**src/rtl/ldst_pkg.sv**
```systemverilog
package ldst_pkg;

   localparam int NUM_BREG  = 7;
   localparam int MAX_MCYC  = 5;

   typedef enum logic [2:0] {
      PH_FETCH,
      PH_OPLO,
      PH_OPHI,
      PH_XFER1,
      PH_XFER2,
      PH_HALT
   } phase_t;

   typedef enum logic [2:0] {
      OC_IMM16,
      OC_LDACC,
      OC_STACC,
      OC_LDPAIR,
      OC_STPAIR,
      OC_LDIND,
      OC_BAD
   } opclass_t;

   typedef enum logic [2:0] {
      BR_A,
      BR_B,
      BR_C,
      BR_D,
      BR_E,
      BR_H,
      BR_L
   } breg_t;

   typedef struct packed {
      opclass_t   cls;
      logic [1:0] rp;
   } decoded_t;

   // Pair index that a byte register belongs to (0=BC,1=DE,2=HL).
   function automatic logic [1:0] pair_of_reg(input int idx);
      case (idx)
         1, 2:    return 2'd0;
         3, 4:    return 2'd1;
         5, 6:    return 2'd2;
         default: return 2'd3;
      endcase
   endfunction

   // True when a byte register is the upper half of its pair.
   function automatic bit reg_is_high(input int idx);
      return (idx == 1) || (idx == 3) || (idx == 5);
   endfunction

endpackage

```
**src/rtl/ldst_decode.sv**
```systemverilog
module ldst_decode
   import ldst_pkg::*;
#(
   parameter int DATA_W = 8
) (
   input  logic [DATA_W-1:0] opcode,
   output decoded_t          dec
);

   localparam logic [7:0] OPC_LDACC  = 8'h3A;
   localparam logic [7:0] OPC_STACC  = 8'h32;
   localparam logic [7:0] OPC_LDPAIR = 8'h2A;
   localparam logic [7:0] OPC_STPAIR = 8'h22;
   localparam logic [7:0] OPC_LDIBC  = 8'h0A;
   localparam logic [7:0] OPC_LDIDE  = 8'h1A;

   always_comb begin
      dec.rp = opcode[5:4];
      if (opcode[7:6] == 2'b00 && opcode[3:0] == 4'b0001) begin
         dec.cls = OC_IMM16;
      end else begin
         case (opcode)
            OPC_LDACC:              dec.cls = OC_LDACC;
            OPC_STACC:              dec.cls = OC_STACC;
            OPC_LDPAIR:             dec.cls = OC_LDPAIR;
            OPC_STPAIR:             dec.cls = OC_STPAIR;
            OPC_LDIBC, OPC_LDIDE:   dec.cls = OC_LDIND;
            default:                dec.cls = OC_BAD;
         endcase
      end
   end

endmodule

```
**src/rtl/ldst_regfile.sv**
```systemverilog
module ldst_regfile
   import ldst_pkg::*;
#(
   parameter int DATA_W = 8
) (
   input  logic                               clk,
   input  logic                               rst_n,
   input  logic                               byte_we,
   input  breg_t                              byte_sel,
   input  logic [DATA_W-1:0]                  byte_din,
   input  logic                               pair_we,
   input  logic [1:0]                         pair_sel,
   input  logic [2*DATA_W-1:0]                pair_din,
   output logic [NUM_BREG-1:0][DATA_W-1:0]    regs_q,
   output logic [2*DATA_W-1:0]                sp_q
);

   localparam logic [1:0] SP_PAIR = 2'd3;

   for (genvar g = 0; g < NUM_BREG; g++) begin : g_breg
      localparam bit         HAS_PAIR = (g != int'(BR_A));
      localparam logic [1:0] PIDX     = pair_of_reg(g);
      localparam bit         IS_HI    = reg_is_high(g);

      logic [DATA_W-1:0] q_r;
      logic              pair_hit;

      assign pair_hit = HAS_PAIR && pair_we && (pair_sel == PIDX);

      always_ff @(posedge clk) begin
         if (!rst_n) begin
            q_r <= '0;
         end else if (byte_we && byte_sel == breg_t'(g)) begin
            q_r <= byte_din;
         end else if (pair_hit) begin
            q_r <= IS_HI ? pair_din[2*DATA_W-1:DATA_W] : pair_din[DATA_W-1:0];
         end
      end

      assign regs_q[g] = q_r;
   end

   always_ff @(posedge clk) begin
      if (!rst_n) begin
         sp_q <= '0;
      end else if (pair_we && pair_sel == SP_PAIR) begin
         sp_q <= pair_din;
      end
   end

endmodule

```
**src/rtl/ldst_ctrl.sv**
```systemverilog
module ldst_ctrl
   import ldst_pkg::*;
#(
   parameter int          DATA_W       = 8,
   parameter int          ADDR_W       = 16,
   parameter logic [15:0] RESET_PC     = 16'h0000,
   parameter int          FETCH_STATES = 4,
   parameter int          MEM_STATES   = 3,
   parameter int          CYC_W        = 3,
   parameter int          ST_W         = 5
) (
   input  logic                             clk,
   input  logic                             rst_n,
   input  logic                             mem_rdy,
   input  logic [DATA_W-1:0]                mem_rdata,
   input  decoded_t                         dec,
   input  logic [NUM_BREG-1:0][DATA_W-1:0]  regs,
   output logic                             mem_req,
   output logic                             mem_we,
   output logic [ADDR_W-1:0]                mem_addr,
   output logic [DATA_W-1:0]                mem_wdata,
   output logic                             byte_we,
   output breg_t                            byte_sel,
   output logic [DATA_W-1:0]                byte_din,
   output logic                             pair_we,
   output logic [1:0]                       pair_sel,
   output logic [2*DATA_W-1:0]              pair_din,
   output logic [ADDR_W-1:0]                pc,
   output logic                             done,
   output logic                             illegal,
   output logic [CYC_W-1:0]                 cyc_total,
   output logic [ST_W-1:0]                  st_total
);

   phase_t            phase_q, phase_d;
   opclass_t          cls_q;
   logic [1:0]        rp_q;
   logic [DATA_W-1:0] lo_q;
   logic [ADDR_W-1:0] pc_q, ea_q, ind_addr;
   logic [CYC_W-1:0]  cyc_q, cyc_next;
   logic [ST_W-1:0]   st_q, st_next;
   logic              hs, last_cyc;

   assign hs = mem_req && mem_rdy;

   // Address held by the pair an indirect load names (bit 0 of rp picks DE).
   assign ind_addr = dec.rp[0] ? {regs[BR_D], regs[BR_E]} : {regs[BR_B], regs[BR_C]};

   // Per-cycle totals, counted in handshakes rather than clocks.
   always_comb begin
      if (phase_q == PH_FETCH) begin
         cyc_next = CYC_W'(1);
         st_next  = ST_W'(FETCH_STATES);
      end else begin
         cyc_next = cyc_q + CYC_W'(1);
         st_next  = st_q + ST_W'(MEM_STATES);
      end
   end

   // Memory port and completion of the current machine cycle.
   always_comb begin
      mem_req   = (phase_q != PH_HALT);
      mem_we    = 1'b0;
      mem_addr  = pc_q;
      mem_wdata = regs[BR_L];
      last_cyc  = 1'b0;
      unique case (phase_q)
         PH_OPHI:  last_cyc = (cls_q == OC_IMM16);
         PH_XFER1: begin
            mem_addr  = ea_q;
            mem_we    = (cls_q == OC_STACC) || (cls_q == OC_STPAIR);
            mem_wdata = (cls_q == OC_STACC) ? regs[BR_A] : regs[BR_L];
            last_cyc  = (cls_q != OC_LDPAIR) && (cls_q != OC_STPAIR);
         end
         PH_XFER2: begin
            mem_addr  = ea_q + ADDR_W'(1);
            mem_we    = (cls_q == OC_STPAIR);
            mem_wdata = regs[BR_H];
            last_cyc  = 1'b1;
         end
         default: ;
      endcase
   end

   // Next phase after a handshake.
   always_comb begin
      phase_d = phase_q;
      if (hs) begin
         unique case (phase_q)
            PH_FETCH: begin
               if (dec.cls == OC_BAD)        phase_d = PH_HALT;
               else if (dec.cls == OC_LDIND) phase_d = PH_XFER1;
               else                          phase_d = PH_OPLO;
            end
            PH_OPLO:  phase_d = PH_OPHI;
            PH_OPHI:  phase_d = (cls_q == OC_IMM16) ? PH_FETCH : PH_XFER1;
            PH_XFER1: phase_d = last_cyc ? PH_FETCH : PH_XFER2;
            PH_XFER2: phase_d = PH_FETCH;
            default:  phase_d = phase_q;
         endcase
      end
   end

   // Register file write requests, applied on the completing handshake.
   always_comb begin
      byte_we  = 1'b0;
      byte_sel = BR_A;
      byte_din = mem_rdata;
      pair_we  = 1'b0;
      pair_sel = rp_q;
      pair_din = {mem_rdata, lo_q};
      if (hs) begin
         unique case (phase_q)
            PH_OPHI:  pair_we = (cls_q == OC_IMM16);
            PH_XFER1: begin
               byte_we  = (cls_q == OC_LDACC) || (cls_q == OC_LDIND) || (cls_q == OC_LDPAIR);
               byte_sel = (cls_q == OC_LDPAIR) ? BR_L : BR_A;
            end
            PH_XFER2: begin
               byte_we  = (cls_q == OC_LDPAIR);
               byte_sel = BR_H;
            end
            default: ;
         endcase
      end
   end

   always_ff @(posedge clk) begin
      if (!rst_n) begin
         phase_q   <= PH_FETCH;
         cls_q     <= OC_BAD;
         rp_q      <= '0;
         lo_q      <= '0;
         pc_q      <= ADDR_W'(RESET_PC);
         ea_q      <= '0;
         cyc_q     <= '0;
         st_q      <= '0;
         cyc_total <= '0;
         st_total  <= '0;
         done      <= 1'b0;
         illegal   <= 1'b0;
      end else begin
         phase_q <= phase_d;
         done    <= hs && last_cyc;
         if (hs) begin
            cyc_q <= cyc_next;
            st_q  <= st_next;
            if (last_cyc) begin
               cyc_total <= cyc_next;
               st_total  <= st_next;
            end
            if (phase_q == PH_FETCH || phase_q == PH_OPLO || phase_q == PH_OPHI) begin
               pc_q <= pc_q + ADDR_W'(1);
            end
            if (phase_q == PH_FETCH) begin
               cls_q   <= dec.cls;
               rp_q    <= dec.rp;
               illegal <= (dec.cls == OC_BAD);
               ea_q    <= ind_addr;
            end
            if (phase_q == PH_OPLO) begin
               lo_q <= mem_rdata;
            end
            if (phase_q == PH_OPHI) begin
               ea_q <= {mem_rdata, lo_q};
            end
         end
      end
   end

   assign pc = pc_q;

endmodule

```
**src/rtl/ldst_seq.sv**
```systemverilog
module ldst_seq
   import ldst_pkg::*;
#(
   parameter int          DATA_W       = 8,
   parameter int          ADDR_W       = 16,
   parameter logic [15:0] RESET_PC     = 16'h0000,
   parameter int          FETCH_STATES = 4,
   parameter int          MEM_STATES   = 3,
   parameter int          CYC_W        = $clog2(MAX_MCYC + 1),
   parameter int          ST_W         = $clog2(FETCH_STATES + (MAX_MCYC - 1) * MEM_STATES + 1)
) (
   input  logic              clk,
   input  logic              rst_n,
   output logic              mem_req,
   output logic              mem_we,
   output logic [ADDR_W-1:0] mem_addr,
   output logic [DATA_W-1:0] mem_wdata,
   input  logic [DATA_W-1:0] mem_rdata,
   input  logic              mem_rdy,
   output logic              done,
   output logic              illegal,
   output logic [CYC_W-1:0]  cyc_total,
   output logic [ST_W-1:0]   state_total,
   output logic [ADDR_W-1:0] pc,
   output logic [DATA_W-1:0] reg_a,
   output logic [DATA_W-1:0] reg_b,
   output logic [DATA_W-1:0] reg_c,
   output logic [DATA_W-1:0] reg_d,
   output logic [DATA_W-1:0] reg_e,
   output logic [DATA_W-1:0] reg_h,
   output logic [DATA_W-1:0] reg_l,
   output logic [ADDR_W-1:0] sp
);

   if (DATA_W != 8) begin : g_bad_data_w
      $error("ldst_seq: opcode decode needs DATA_W of 8");
   end
   if (ADDR_W != 2 * DATA_W) begin : g_bad_addr_w
      $error("ldst_seq: ADDR_W must equal two operand bytes");
   end
   if (FETCH_STATES < 1 || MEM_STATES < 1) begin : g_bad_states
      $error("ldst_seq: state weights must be positive");
   end

   decoded_t                          dec;
   logic [NUM_BREG-1:0][DATA_W-1:0]   regs;
   logic                              byte_we, pair_we;
   breg_t                             byte_sel;
   logic [DATA_W-1:0]                 byte_din;
   logic [1:0]                        pair_sel;
   logic [2*DATA_W-1:0]               pair_din;

   ldst_decode #(.DATA_W(DATA_W)) i_decode (
      .opcode (mem_rdata),
      .dec    (dec)
   );

   ldst_ctrl #(
      .DATA_W       (DATA_W),
      .ADDR_W       (ADDR_W),
      .RESET_PC     (RESET_PC),
      .FETCH_STATES (FETCH_STATES),
      .MEM_STATES   (MEM_STATES),
      .CYC_W        (CYC_W),
      .ST_W         (ST_W)
   ) i_ctrl (
      .clk       (clk),
      .rst_n     (rst_n),
      .mem_rdy   (mem_rdy),
      .mem_rdata (mem_rdata),
      .dec       (dec),
      .regs      (regs),
      .mem_req   (mem_req),
      .mem_we    (mem_we),
      .mem_addr  (mem_addr),
      .mem_wdata (mem_wdata),
      .byte_we   (byte_we),
      .byte_sel  (byte_sel),
      .byte_din  (byte_din),
      .pair_we   (pair_we),
      .pair_sel  (pair_sel),
      .pair_din  (pair_din),
      .pc        (pc),
      .done      (done),
      .illegal   (illegal),
      .cyc_total (cyc_total),
      .st_total  (state_total)
   );

   ldst_regfile #(.DATA_W(DATA_W)) i_regfile (
      .clk      (clk),
      .rst_n    (rst_n),
      .byte_we  (byte_we),
      .byte_sel (byte_sel),
      .byte_din (byte_din),
      .pair_we  (pair_we),
      .pair_sel (pair_sel),
      .pair_din (pair_din),
      .regs_q   (regs),
      .sp_q     (sp)
   );

   assign reg_a = regs[BR_A];
   assign reg_b = regs[BR_B];
   assign reg_c = regs[BR_C];
   assign reg_d = regs[BR_D];
   assign reg_e = regs[BR_E];
   assign reg_h = regs[BR_H];
   assign reg_l = regs[BR_L];

endmodule

```
**config.mk**
```make
export PLATFORM = sky130hd
export DESIGN_NAME = ldst_seq
export DESIGN_NICKNAME = d
export VERILOG_FILES = /design/src/rtl/ldst_pkg.sv /design/src/rtl/ldst_decode.sv /design/src/rtl/ldst_regfile.sv /design/src/rtl/ldst_ctrl.sv /design/src/rtl/ldst_seq.sv
export SDC_FILE = /design/constraint.sdc
export NUM_CORES = 1
export LEC_CHECK = 0
export ABC_AREA = 1
export BUFFER_PORTS_ARGS = -buffer_cell sky130_fd_sc_hd__buf_2
export CORE_MARGIN = 8
export CORE_UTILIZATION = 50
export DETAILED_ROUTE_END_ITERATION = 10
export PLACE_DENSITY = 0.77
export REMOVE_ABC_BUFFERS = 1
export SETUP_SLACK_MARGIN = 0.4
export SLEW_MARGIN = 20
export SYNTH_ARGS = -nofsm -noshare
export SYNTH_HDL_FRONTEND = slang
export SYNTH_SLANG_ARGS = --single-unit
```
**constraint.sdc**
```tcl
create_clock -name clk -period 1.6 [get_ports clk]
set_clock_uncertainty 0.1 [all_clocks]
set_input_delay 0.16 -clock clk [delete_from_list [all_inputs] [get_ports clk]]
set_output_delay 0.16 -clock clk [all_outputs]
set_load 0.02 [all_outputs]
```
==> flow_summary.toml, run 1 <==
[outcome]
status = "complete, but fails checks"
violations = "hold timing, setup timing"

[floorplanning]
die_h_um = 132
num_rows = 42
die-area_um2 = 17300
core_area_um2 = 13100
num_io_pins = 135
initial_utilization_pct = 50.8
die_w_um = 132

[sta]
rsz0062_at_grt = "yes"
tightest_slew_ns = 0.726
holdWs_ns = -0.000210
setup_ws_ns = -0.922
finalCritPeriodShare_pct = 158
setup_viol = 162
max_slew_margin_pct = 51.6
tns_ns = -81.56
finalCriticalPeriod_ns = 2.52
hold_viol = 1
drv_slew = 0
max_freq_ghz = 0.396

[clocking]
cts_inserted_buffers = 17
cts_tree = "built"
worstSkewPairLatency_ns = 0.45
clkTransAtPathRegs_ns = 0.07
root_buffer = "clkbuf_16"
clock_path_buffers = 2
htreeDepth = 4
cts_sinks = 138

[route]
ant_nets = 0
vias = 9764
drt_first_pass_iters = 9
via_per_inst = 6.80
wirelength_mm = 39.8
avgRoutedWirePerCell_um = 27.7
drtIter0Drc = 1615
drc = 0

[logic_synthesis]
ys_types = 44
synthesis.area_um2 = 6680
ys_seq_area_share_pct = 41.4
netlist_instances = 940
avgSynthCellArea_um2 = 7.10
synth-seq-cells = 138
yosys_warnings = 0

[setup_path]
criticalPathCategory = "reg2out"
critical_path.max_fanout = 3
cp.required_ns = 1.34
crit_arrival_ns = 2.26
startpoint_type = "register"
critPathCaptureType = "output port"

[finish]
fin_nets = 1261
fillers = 455
layout-drive-gt1-share_pct = 54.7
area_growth_pct = 79.1
antenna_cells = 0

[power_and_ir_drop]
max-vdd-ir-drop_mv = 0.872
power_density_nw_per_um2 = 866
power_leakage_uw = 0.00516

[place]
preCtsSetupSlack_ns = -0.266
globalplace.congestion = 0.865
io_buffer_count = 134
dpl.hpwl_mm = 15.1

[global_routing]
grt_overflow = 0
grt_usage_pct = 30.7
grt_antenna_before_repair = 0
grt_pass1_wl_mm = 43.6
grt_max_degree = 48
grt_pass1_vias = 8470

[job]
maxCapViolCount = 0

[min_path]
hp-class = "in2reg"
[stage by stage]
stage / std cells / area (um^2) / hold slack (ns) / util (%) / total power [uW]
finish: 1435 / 12000 / -0.000210 / 91.0 / 10400
global route: 1435 / 12000 / 0.0193 / 91.0 / 10500
CTS: 1394 / 10300 / 0.00200 / 78.3 / 9420
detailed placement: 1300 / 8160 / 0.335 / 62.1 / 5080
global placement: 1300 / 8160 / 0.328 / 62.1 / 5060
floorplan: 893 / 6460 / 0.181 / - / 4430
[cells in the final DEF, fill, tap and decap left out, types with 5 or more instances in the layout]
master and instances:
buf_4 131, inv_1 123, buf_6 112, nand2_1 104, dfxtp_1 80, o21ai_2 69, nor2_1 65, o211ai_1 57
buf_2 56, a21oi_1 54, a21oi_2 46, dfxtp_2 36, nand3_1 27, nor2_4 23, dfxtp_4 22, o21ai_1 20
nand2_2 19, clkbuf_16 19, inv_2 17, nand4_1 14, o21ai_4 14, buf_16 12, nand2_4 11, buf_12 11
nand3_4 10, nor2_2 9, nand3_2 8, o221ai_2 6, nor3_4 6, o21ai_0 6, buf_8 6, nor3_1 5
[power breakdown]
part | internal [uW] | leakage (uW) | switching [uW] | total (uW)
sequential | 3550 | 0.00115 | 236 | 3790
clock | 2270 | 0.000279 | 1740 | 4010
combinational | 1060 | 0.00373 | 1500 | 2560
[Yosys cell counts, drive strengths merged]
cell,instances,area (um^2)
or2,1,6.26
o21bai,1,7.51
o22ai,1,6.26
o221ai,8,70.1
and2,1,6.26
a21boi,1,7.51
nand3b,1,7.51
nor2,98,422
o211ai,57,428
inv,148,558
o221a,1,11.3
a31o,1,8.76
o31ai,1,7.51
a31oi,4,25.0
clkbuf,24,90.1
buf,23,129
ha,4,50.1
nand2,138,543
nor3b,1,7.51
a21oi,104,521
dfxtp,138,2760
o21ai,109,549
a22oi,1,7.51
nand4,14,87.6
nand3,45,253
xor2,1,8.76
nor3,13,86.3
xnor2,1,8.76
[worst max-delay path: stages, from the launching register on]
cell and delay, ns:
dfxtp_1 0.41, nand2_1 0.18, nor2_2 0.22, nand4_1 0.27, o21bai_1 0.29, nand3_1 0.11
o211ai_1 0.13, buf_4 0.19
[layer usage]
| layer | vias to the layer above | global-route usage, % | share of wire [%] |
|---|---|---|---|
| met5 | - | 0 | 0.12 |
| met4 | 2 | 21.4 | 10 |
| met3 | 437 | 8.96 | 14 |
| met2 | 1121 | 50.6 | 44 |
| met1 | 4433 | 33.5 | 32 |
| li1 | 3771 | - | - |
[state kept, by name, indices dropped and copies added, names as in the netlist]
name	flops
i_ctrl.st_q	5
i_ctrl.pc	16
i_regfile.sp_q	16
i_ctrl.pair_sel	2
i_ctrl.cyc_q	3
i_ctrl.lo_q	8
i_ctrl.ea_q	16
i_ctrl.cls_q	3
i_ctrl.cyc_total	3
i_ctrl.phase_q	3
i_regfile.g_breg.q_r	56
i_ctrl.done	1
i_ctrl.illegal	1
i_ctrl.st_total	5
[path summary, 6_finish.rpt]
path / cells after the start / slack (ns) / startpoint / end
min reg2reg: 2 / 0.34 / i_regfile.sp_q[12] / i_regfile.sp_q[12]
max reg2reg: 14 / -0.72 / i_ctrl.phase_q[2] / i_regfile.g_breg[2].q_r[5]
min: 3 / -0.0002 / mem_rdata[7] / i_regfile.g_breg[5].q_r[7]
max: 7 / -0.92 / i_ctrl.ea_q[8] / mem_addr[15]
[what timing repair did]
item / in CTS / in global routing
cloned: 16 / 3
endpoints found under the hold margin: 5 / 0
pin swaps: 74 / 85
setup endpoints to repair: 226 / 253
resized for setup: 307 / 425
setup buffers: 43 / 38
hold buffers: 3 / 0
[cell type report]
| cell class | instances | area [um^2] | area share, % |
|---|---|---|---|
| Multi-Input combinational cell | 607 | 4410 | 36.9 |
| Timing Repair Buffer | 333 | 3250 | 27.1 |
| Sequential cell | 138 | 2890 | 24.2 |
| Inverter | 148 | 598 | 5.00 |
| Clock buffer | 20 | 467 | 3.90 |
| Tap cell | 176 | 220 | 1.84 |
| Clock inverter | 12 | 115 | 0.963 |
| Timing Repair inverter | 1 | 11.3 | 0.0942 |
[cell families (layout without fill, tap and decap cells)]
logic type      count (synthesis)  after routing  synth area share [%]
buf+inv                       195            514                  11.6
xor+xnor                        2              2                 0.262
simple gates                  312            312                  21.3
flops                         138            138                  41.4
fa+ha+maj                       4              4                 0.750
compound gates                289            289                  24.7
Note: power is estimated with default switching activity, not from simulation.
==> inputs of run 2 (changes only) <==
==> constraint.sdc (replaced) <==
create_clock -name clk -period 2.2 [get_ports clk]
set_clock_uncertainty 0.1 [all_clocks]
set_input_delay 0.22 -clock clk [delete_from_list [all_inputs] [get_ports clk]]
set_output_delay 0.22 -clock clk [all_outputs]
set_load 0.02 [all_outputs]
==> flow_summary.toml, run 2 (same netlist as run 1, synthesis figures left out) <==
[outcome]
status = "finished clean"

[min_path]
whs_path_depth = 3
hp-class = "in2reg"

[global_routing]
grt_pass1_vias = 6886
grt_usage_pct = 24.8
met3_usage_pct = 7.01
busiest_layer = "met2"
grt_overflow = 0
grt_antenna_before_repair = 0
grt_pass1_wl_mm = 35.2
use_met2_pct = 40.7
grt_max_degree = 105
grt.met1_usage_pct = 29.4

[power_and_ir_drop]
power_density_nw_per_um2 = 699
power_leakage_uw = 0.00423
finalPower_uw = 6870
max-vdd-ir-drop_mv = 0.520

[setup_path]
slowest_stage = "dfxtp_4"
critPathCaptureType = "output port"
startpoint_type = "register"
criticalPathCategory = "reg2out"
r2r_cells = 12
crit_arrival_ns = 1.88
path_cells = "nand4_1 -> buf_4 -> inv_2 -> nand2_2 -> o31ai_2 -> nand3_1 -> o211ai_1 -> buf_4"
path_buf_inv = 3
critPathMostFrequentCell = "buf_4"
critical_path.max_fanout = 4
cp_num_cells = 8
cpLargestDelayFamily = "buffers and inverters"
cp.required_ns = 1.88
critical_path.max_stage_delay_ns = 0.36

[finish]
final_core_util_pct = 74.8
most-common-layout-cells = "inv_1 (126), dfxtp_1 (122), nand2_1 (114)"
final_cells = 1322
antenna_cells = 0
area_growth_pct = 47.3
fin_nets = 1148
largest_reg_flops = 56
layout-drive-gt1-share_pct = 37.3
fillers = 924
final_common_cell = "inv_1"
largest_register = "i_regfile.g_breg.q_r"

[sta]
finalCriticalPeriod_ns = 2.20
holdWs_ns = 0.0327
tightest_slew_ns = 1.02
drv_slew = 0
setup_ws_ns = 0.00362
rsz0062_at_grt = "yes"
setup_viol = 0
max_freq_ghz = 0.455
hold_viol = 0
finalCritPeriodShare_pct = 99.8
max_slew_margin_pct = 31.8

[floorplanning]
core_area_um2 = 13100
initial_utilization_pct = 50.8
die-area_um2 = 17300
die_w_um = 132
num_io_pins = 135
num_rows = 42
die_h_um = 132

[route]
ant_nets = 0
wirelength_mm = 24.7
drt_first_pass_iters = 6
vias = 7678
drc = 0
avgRoutedWirePerCell_um = 18.7
drtIter0Drc = 801
via_per_inst = 5.81

[place]
globalplace.congestion = 0.864
preCtsSetupSlack_ns = 0.0937
io_buffer_count = 134
dp_cells = 1221
dpl.hpwl_mm = 13.9

[clocking]
clkTransAtPathRegs_ns = 0.06
worstSkewPairLatency_ns = 0.42
htreeDepth = 4
root_buffer = "clkbuf_16"
cts_tree = "built"
clock_path_buffers = 2
cts_sinks = 138
cts_inserted_buffers = 17

[job]
maxCapViolCount = 0
run 2: worst paths after layout:
kind	startpoint	endpoint	slack, ns
setup reg to reg	i_ctrl.phase_q[0]	i_regfile.g_breg[0].q_r[3]	0.22
setup / recovery	i_ctrl.ea_q[3]	mem_addr[13]	0.004
hold reg to reg	i_regfile.sp_q[1]	i_regfile.sp_q[1]	0.35
hold / removal	mem_rdata[3]	i_regfile.g_breg[5].q_r[3]	0.03
run 2: final cells by class:
cell class	count	area, um^2	area share, %
flip-flops and latches	138	2800	28.5
clock buffers	22	484	4.92
inverters	148	616	6.26
repair buffers	216	1660	16.9
clock inverters	10	140	1.43
multi-input cells	612	3920	39.8
well taps	176	220	2.24
run 2: power breakdown:
| group | switching (uW) | total, uW | internal, uW |
|---|---|---|---|
| sequential | 162 | 2770 | 2610 |
| clock | 1120 | 3020 | 1900 |
| combinational | 687 | 1080 | 398 |
run 2: worst register-to-register path: stages (launching register included):
cell,delay [ns]
dfxtp_4,0.39
nand2_4,0.07
nor2_4,0.18
buf_6,0.12
buf_6,0.11
clkinv_8,0.08
nor2_4,0.22
nand2_8,0.11
buf_4,0.16
nand3_4,0.15
nand2_2,0.07
inv_2,0.06
nor2_2,0.04
run 2: per-stage QoR:
step	area [um^2]	TNS (ns)
floorplan	6460	0
global placement	7520	0
detailed placement	7520	0
CTS	8890	-0.0202
global route	9830	-0.817
finish	9830	0
run 2: what timing repair did:
item,in CTS,in global routing
buffers inserted,33,24
pin swaps,45,57
resized for setup,126,217
gates cloned,4,6
setup endpoints to repair,95,123
hold buffers,2,0
hold endpoints to repair,2,0
run 2: per-layer routing:
| metal | share of wire, % | wire length [um] |
|---|---|---|
| met2 | 48 | 11900 |
| met3 | 9.2 | 2280 |
| met4 | 5.0 | 1240 |
| met5 | 0 | 0 |
| met1 | 38 | 9330 |
